## src/rtl/rtc_tick_pkg.sv

```systemverilog
package rtc_tick_pkg;
    localparam logic SEL_CTRL  = 1'b0;
    localparam logic SEL_LIMIT = 1'b1;
    localparam int   BIT_PARK  = 0;
    localparam int   BIT_CALEN = 1;

    typedef struct packed {
        logic cal_en;
        logic park;
    } ctrl_t;
endpackage

```

## src/rtl/rtc_ctrl_regs.sv

```systemverilog
module rtc_ctrl_regs
    import rtc_tick_pkg::*;
#(
    parameter int CAL_W = 17
) (
    input  logic             clk,
    input  logic             rst,
    input  logic             wr_en,
    input  logic             wr_sel,
    input  logic [CAL_W-1:0] wr_data,
    output ctrl_t            ctrl_o,
    output logic [CAL_W-1:0] limit_o
);
    typedef struct packed {
        ctrl_t            ctrl;
        logic [CAL_W-1:0] limit;
    } regs_t;

    regs_t regs_d, regs_q;

    always_comb begin
        regs_d = regs_q;
        if (wr_en) begin
            if (wr_sel == SEL_CTRL) begin
                regs_d.ctrl.park   = wr_data[BIT_PARK];
                regs_d.ctrl.cal_en = wr_data[BIT_CALEN];
            end else begin
                regs_d.limit = wr_data;
            end
        end
    end

    always_ff @(posedge clk) begin
        if (rst) regs_q <= '0;
        else     regs_q <= regs_d;
    end

    assign ctrl_o  = regs_q.ctrl;
    assign limit_o = regs_q.limit;
endmodule

```

## src/rtl/rtc_prescaler.sv

```systemverilog
module rtc_prescaler #(
    parameter int DIV_BITS = 15
) (
    input  logic clk,
    input  logic rst,
    input  logic park_i,
    output logic tick_o
);
    localparam logic [DIV_BITS-1:0] CNT_LAST = '1;

    typedef struct packed {
        logic [DIV_BITS-1:0] cnt;
        logic                tick;
    } div_t;

    div_t div_d, div_q;

    always_comb begin
        div_d = div_q;
        if (park_i) begin
            div_d.cnt  = '0;
            div_d.tick = 1'b0;
        end else begin
            div_d.cnt  = div_q.cnt + 1'b1;
            div_d.tick = (div_q.cnt == CNT_LAST);
        end
    end

    always_ff @(posedge clk) begin
        if (rst) div_q <= '0;
        else     div_q <= div_d;
    end

    assign tick_o = div_q.tick;
endmodule

```

## src/rtl/rtc_cal_counter.sv

```systemverilog
module rtc_cal_counter #(
    parameter int CAL_W = 17
) (
    input  logic             clk,
    input  logic             rst,
    input  logic             en_i,
    input  logic             tick_i,
    input  logic [CAL_W-1:0] limit_i,
    output logic             pulse_o
);
    typedef struct packed {
        logic [CAL_W-1:0] cnt;
        logic             pulse;
    } cal_t;

    cal_t cal_d, cal_q;

    always_comb begin
        cal_d       = cal_q;
        cal_d.pulse = 1'b0;
        if (!en_i) begin
            cal_d.cnt = '0;
        end else if (tick_i) begin
            if (limit_i == '0) begin
                cal_d.cnt = '0;
            end else if (cal_q.cnt >= limit_i) begin
                cal_d.cnt   = '0;
                cal_d.pulse = 1'b1;
            end else begin
                cal_d.cnt = cal_q.cnt + 1'b1;
            end
        end
    end

    always_ff @(posedge clk) begin
        if (rst) cal_q <= '0;
        else     cal_q <= cal_d;
    end

    assign pulse_o = cal_q.pulse;
endmodule

```

## src/rtl/rtc_tick_gen.sv

```systemverilog
module rtc_tick_gen
    import rtc_tick_pkg::*;
#(
    parameter int DIV_BITS = 15,
    parameter int CAL_W    = 17
) (
    input  logic             clk,
    input  logic             rst,
    input  logic             wr_en,
    input  logic             wr_sel,
    input  logic [CAL_W-1:0] wr_data,
    output logic             tick_o,
    output logic             cal_pulse_o
);
    ctrl_t            ctrl_q;
    logic [CAL_W-1:0] limit_q;

    rtc_ctrl_regs #(.CAL_W(CAL_W)) u_regs (
        .clk     (clk),
        .rst     (rst),
        .wr_en   (wr_en),
        .wr_sel  (wr_sel),
        .wr_data (wr_data),
        .ctrl_o  (ctrl_q),
        .limit_o (limit_q)
    );

    rtc_prescaler #(.DIV_BITS(DIV_BITS)) u_div (
        .clk    (clk),
        .rst    (rst),
        .park_i (ctrl_q.park),
        .tick_o (tick_o)
    );

    rtc_cal_counter #(.CAL_W(CAL_W)) u_cal (
        .clk     (clk),
        .rst     (rst),
        .en_i    (ctrl_q.cal_en),
        .tick_i  (tick_o),
        .limit_i (limit_q),
        .pulse_o (cal_pulse_o)
    );
endmodule

```

## config.mk

```make
export PLATFORM = sky130hd
export DESIGN_NAME = rtc_tick_gen
export DESIGN_NICKNAME = d
export VERILOG_FILES = /design/src/rtl/rtc_tick_pkg.sv /design/src/rtl/rtc_ctrl_regs.sv /design/src/rtl/rtc_prescaler.sv /design/src/rtl/rtc_cal_counter.sv /design/src/rtl/rtc_tick_gen.sv
export SDC_FILE = /design/constraint.sdc
export NUM_CORES = 1
export LEC_CHECK = 0
export BUFFER_PORTS_ARGS = -buffer_cell sky130_fd_sc_hd__buf_4
export CORE_UTILIZATION = 45
export DETAILED_ROUTE_END_ITERATION = 7
export GPL_TIMING_DRIVEN = 0
export SETUP_SLACK_MARGIN = 0.05
export SKIP_LAST_GASP = 1
export SYNTH_ARGS = -nofsm -noshare
export SYNTH_HDL_FRONTEND = slang
export SYNTH_SLANG_ARGS = --single-unit
```

## constraint.sdc

```tcl
create_clock -name clk -period 3.3 [get_ports clk]
set_clock_uncertainty 0.2 [all_clocks]
set_input_delay 0.33 -clock clk [delete_from_list [all_inputs] [get_ports clk]]
set_output_delay 0.33 -clock clk [all_outputs]
set_load 0.01 [all_outputs]
```

==> metrics.md <==
| Metric | Value |
|---|---|
| Drt drc | 0 |
| Outcome | finished, final reports clean |
| DR pass1 iterations | 4 |
| Post-synthesis sequential area ratio | 39.2% |
| Drt total wl | 5.78 mm |
| FILL cells | about 540 |
| Via count | 2,344 |
| Reg-to-reg startpoint | u_regs.limit_o[14]$_SDFFE_PP0P_ |
| Port Buffer Count | 22 |
| Setup Buffers After CTS | 0 |
| Worst R2R Path Depth | 8 |
| Initial antenna violation count | 0 |
| Required time of the critical path | 3360 ps |
| Worst-path fanout max | 10 |
| Cts-stage hold buffer count | 0 |
| DIE AREA | 6340 um^2 |
| Period utilisation layout | 80.6% |
| CTS root buf | clkbuf_8 |
| Count leader, synth | dfxtp_1 |
| Flop2flop setup slack | 640 ps |
| Post-Place Cell Area | 2970 um^2 |
| Dominant synthesized flop cell | dfxtp_1 |
| First-pass GRT wire length | 10.2 mm |
| Worst hold endpoint | u_regs.limit_o[14]$_SDFFE_PP0P_ |
| Post_cts resized | 0 |
| Synth Register Bits | 53 |
| Fin. Hold Viols | 0 |
| Net Count, Synth | 364 |
| Grt total ovfl | 0 |
| Io pins | 23 |
| GRT Overall Usage | 20.5% |
| RePlAce Congestion | 0.755 |
| Relative slew slack | 69.0% |
| Leak | around 0.0012 uW |
| Switch share | 26.0% |
| Cell Area, Synth | 2710 um^2 |
| HP Start | wr_data[14] |
| Area of the core | between 5000 and 6000 um^2 |
| Top cell type's share of synthesized area | roughly two fifths |
| Final Max Tran Viols | 0 |
| Max-cap viol count | 0 |
| Highest Clock Rate | 376 MHz |
| Gate Count Post-Synth | 324 |
| Row count | 27 |
| Min cycle time layout | 2660 ps |
| Inserted Clock Buffers | 5 |
| DIE WIDTH | 79.6 um |
| Final ANT Viol Nets | 0 |
| N_diodes | 0 |
| Worst R2R End | u_cal.cal_q[11]$_SDFFE_PP0P_ |
| Crit Path Class | reg -> reg |
| Maximum VDD drop | 0.000270 V |
| Avg Cell Area, Syn | 8.36 um^2 |
| CTS Buffer Depth | 2 |
| Comb power frac | 9.8% |
| Clock Power Share | 32.5% |
| Initial Utilization | 48.0% |
| Cell variety after synth | 44 |
| Fin nets | between 300 and 400 |
| H-tree levels | 2 |
| Final setup violation count | 0 |
| Share of layout cells above drive strength 1 | 10.5% |
| Area leader, netlist | dfxtp_1 |
| Layout Area Growth over Synthesis | 12.6% |
| Clock Sinks | 53 |
| CP Capture Type | flip-flop |
| Vias in the first global route | 2,234 |
| Cell-internal power | 852 uW |
| RSZ-0062 raised after global routing | no |
| Startpoint types | flip-flop |
| Initial drt markers | 133 |
| Power share of the sequential group | between 50% and 60% |
| Setup TNS | 0 ps |
| Worst-Margin Slew | 463 ps |
| Clock Latency Late Sink | 310 ps |
| Synth top area cells | dfxtp_1, ha_1, nand2_1 |
| Power Density | between 300 and 400 nW/um^2 |
| Vias per Instance | 5.50 |
| Mean routed wirelength per cell | ~14 um |
| TritonCTS clock tree | done |
| Largest net degree at the start of global routing | 17 |
| Clk pin slew, worst setup/hold paths | 100 ps |
| Net switching power | about 300 uW |
| FFs w/ async S/R, synth | 0% |
| Crit path DAT | 2720 ps |
| Top post-synthesis cells by count | dfxtp_1, nand2_1, a21oi_1, nor2_1, ha_1 |
| Worst hold path type | in -> reg |
| DIE HEIGHT | 79.6 um |
| Hold path depth | 3 |
| Hpwl dp | around 4.5 mm |
| Final Cell Area | 3050 um^2 |
| Synth Warn # | 0 |
| Post-synth EDFFs | 0 |
-- final cells by class --
type	count	area, um^2	share of cell area [%]
timing repair buffer	22	165	5.41
buffer	10	47.5	1.56
multi-input combinational	243	1530	50.3
tap	72	90.1	2.95
inverter	18	67.6	2.21
sequential	53	1060	34.8
clock inverter	2	13.8	0.451
clock buffer	6	72.6	2.38
-- state kept, by name, indices dropped and copies added, names as in the netlist --
name and flops:
u_cal.cal_q 17, u_regs.limit_o 17, u_div.div_q 15, u_regs.ctrl_o 2, u_cal.pulse_o 1, u_div.tick_o 1
-- per-stage QoR --
| step | hold slack, ps | total power [uW] | setup WS [ps] | utilization (%) | std cells |
|---|---|---|---|---|---|
| final | 67.0 | 1150 | 640 | 54.1 | 426 |
| after global routing | 63.4 | 1200 | 515 | 54.1 | 426 |
| after CTS | 59.7 | 1160 | 647 | 54.1 | 426 |
| after detailed placement | 240 | 793 | 682 | 52.6 | 418 |
| after global placement | 229 | 791 | 675 | 52.6 | 418 |
| after floorplan | 218 | 749 | 953 | - | 324 |
-- critical path: stages (launching register included) --
cell and delay, ps:
dfxtp_1 400, inv_1 80, ha_1 310, a21o_1 160
a21o_1 190, a2111oi_4 490, nand2_4 170, nor4_1 430
a22o_1 180
-- routing by layer --
layer | track usage [%] | up-vias | share of wire, %
met4 | 4.91 | 0 | 1.1
met5 | 0 | - | 0
met1 | 26.7 | 1103 | 51
met2 | 34.9 | 27 | 45
li1 | - | 1205 | -
met3 | 3.54 | 9 | 2.2
-- power by group through the flow --
stage	Clock, uW	Combinational (uW)	Sequential [uW]
floorplan	0	72.6	676
global placement	0	111	679
detailed placement	0	113	680
CTS	381	114	665
global route	405	129	667
finish	374	113	665
-- layout by cell type, fill, tap and decap left out, drive strengths merged, types with 2 or more instances in the layout --
cell,netlist,final
nor4,8,8
nor2,28,28
o21a,6,6
nor2b,2,2
a221o,3,3
o311ai,6,6
nand4,3,3
xor2,6,6
nand2b,2,2
a22o,3,3
ha,19,19
nand3,15,15
buf,3,25
nor3b,3,3
xnor2,6,6
o211ai,2,2
nand2,49,49
o21ai,5,5
dfxtp,53,53
and2,8,8
inv,18,19
a21o,4,4
o31ai,2,2
mux2i,2,2
nor3,8,8
clkbuf,7,13
or3,3,3
and3,11,11
a21oi,28,28
-- worst max-delay path by stage --
stage	depth (start not counted)	end	slack [ps]	startpoint
floorplan	9	u_cal.cal_q[9]$_SDFFE_PP0P_	950	u_regs.limit_o[14]$_SDFFE_PP0P_
global placement	9	u_cal.cal_q[17]$_SDFFE_PP0P_	680	u_regs.limit_o[14]$_SDFFE_PP0P_
CTS	9	u_cal.cal_q[17]$_SDFFE_PP0P_	650	u_regs.limit_o[14]$_SDFFE_PP0P_
global route	8	u_cal.cal_q[16]$_SDFFE_PP0P_	520	u_regs.limit_o[14]$_SDFFE_PP0P_
detailed placement	9	u_cal.cal_q[17]$_SDFFE_PP0P_	680	u_regs.limit_o[14]$_SDFFE_PP0P_
finish	8	u_cal.cal_q[11]$_SDFFE_PP0P_	640	u_regs.limit_o[14]$_SDFFE_PP0P_
-- cells by family (layout without fill, tap and decap cells) --
group | count (synthesis) | count (layout) | share of synthesized area (%)
AND/OR/NAND/NOR | 143 | 143 | 25.4
AO/OA/AOI/OAI | 67 | 67 | 17.8
multiplexers | 2 | 2 | 0.739
buffers and inverters | 28 | 58 | 4.25
flip-flops | 53 | 53 | 39.2
adder cells (fa/ha/maj) | 19 | 19 | 8.77
XOR/XNOR | 12 | 12 | 3.88
(Power assumes the default switching activity.)
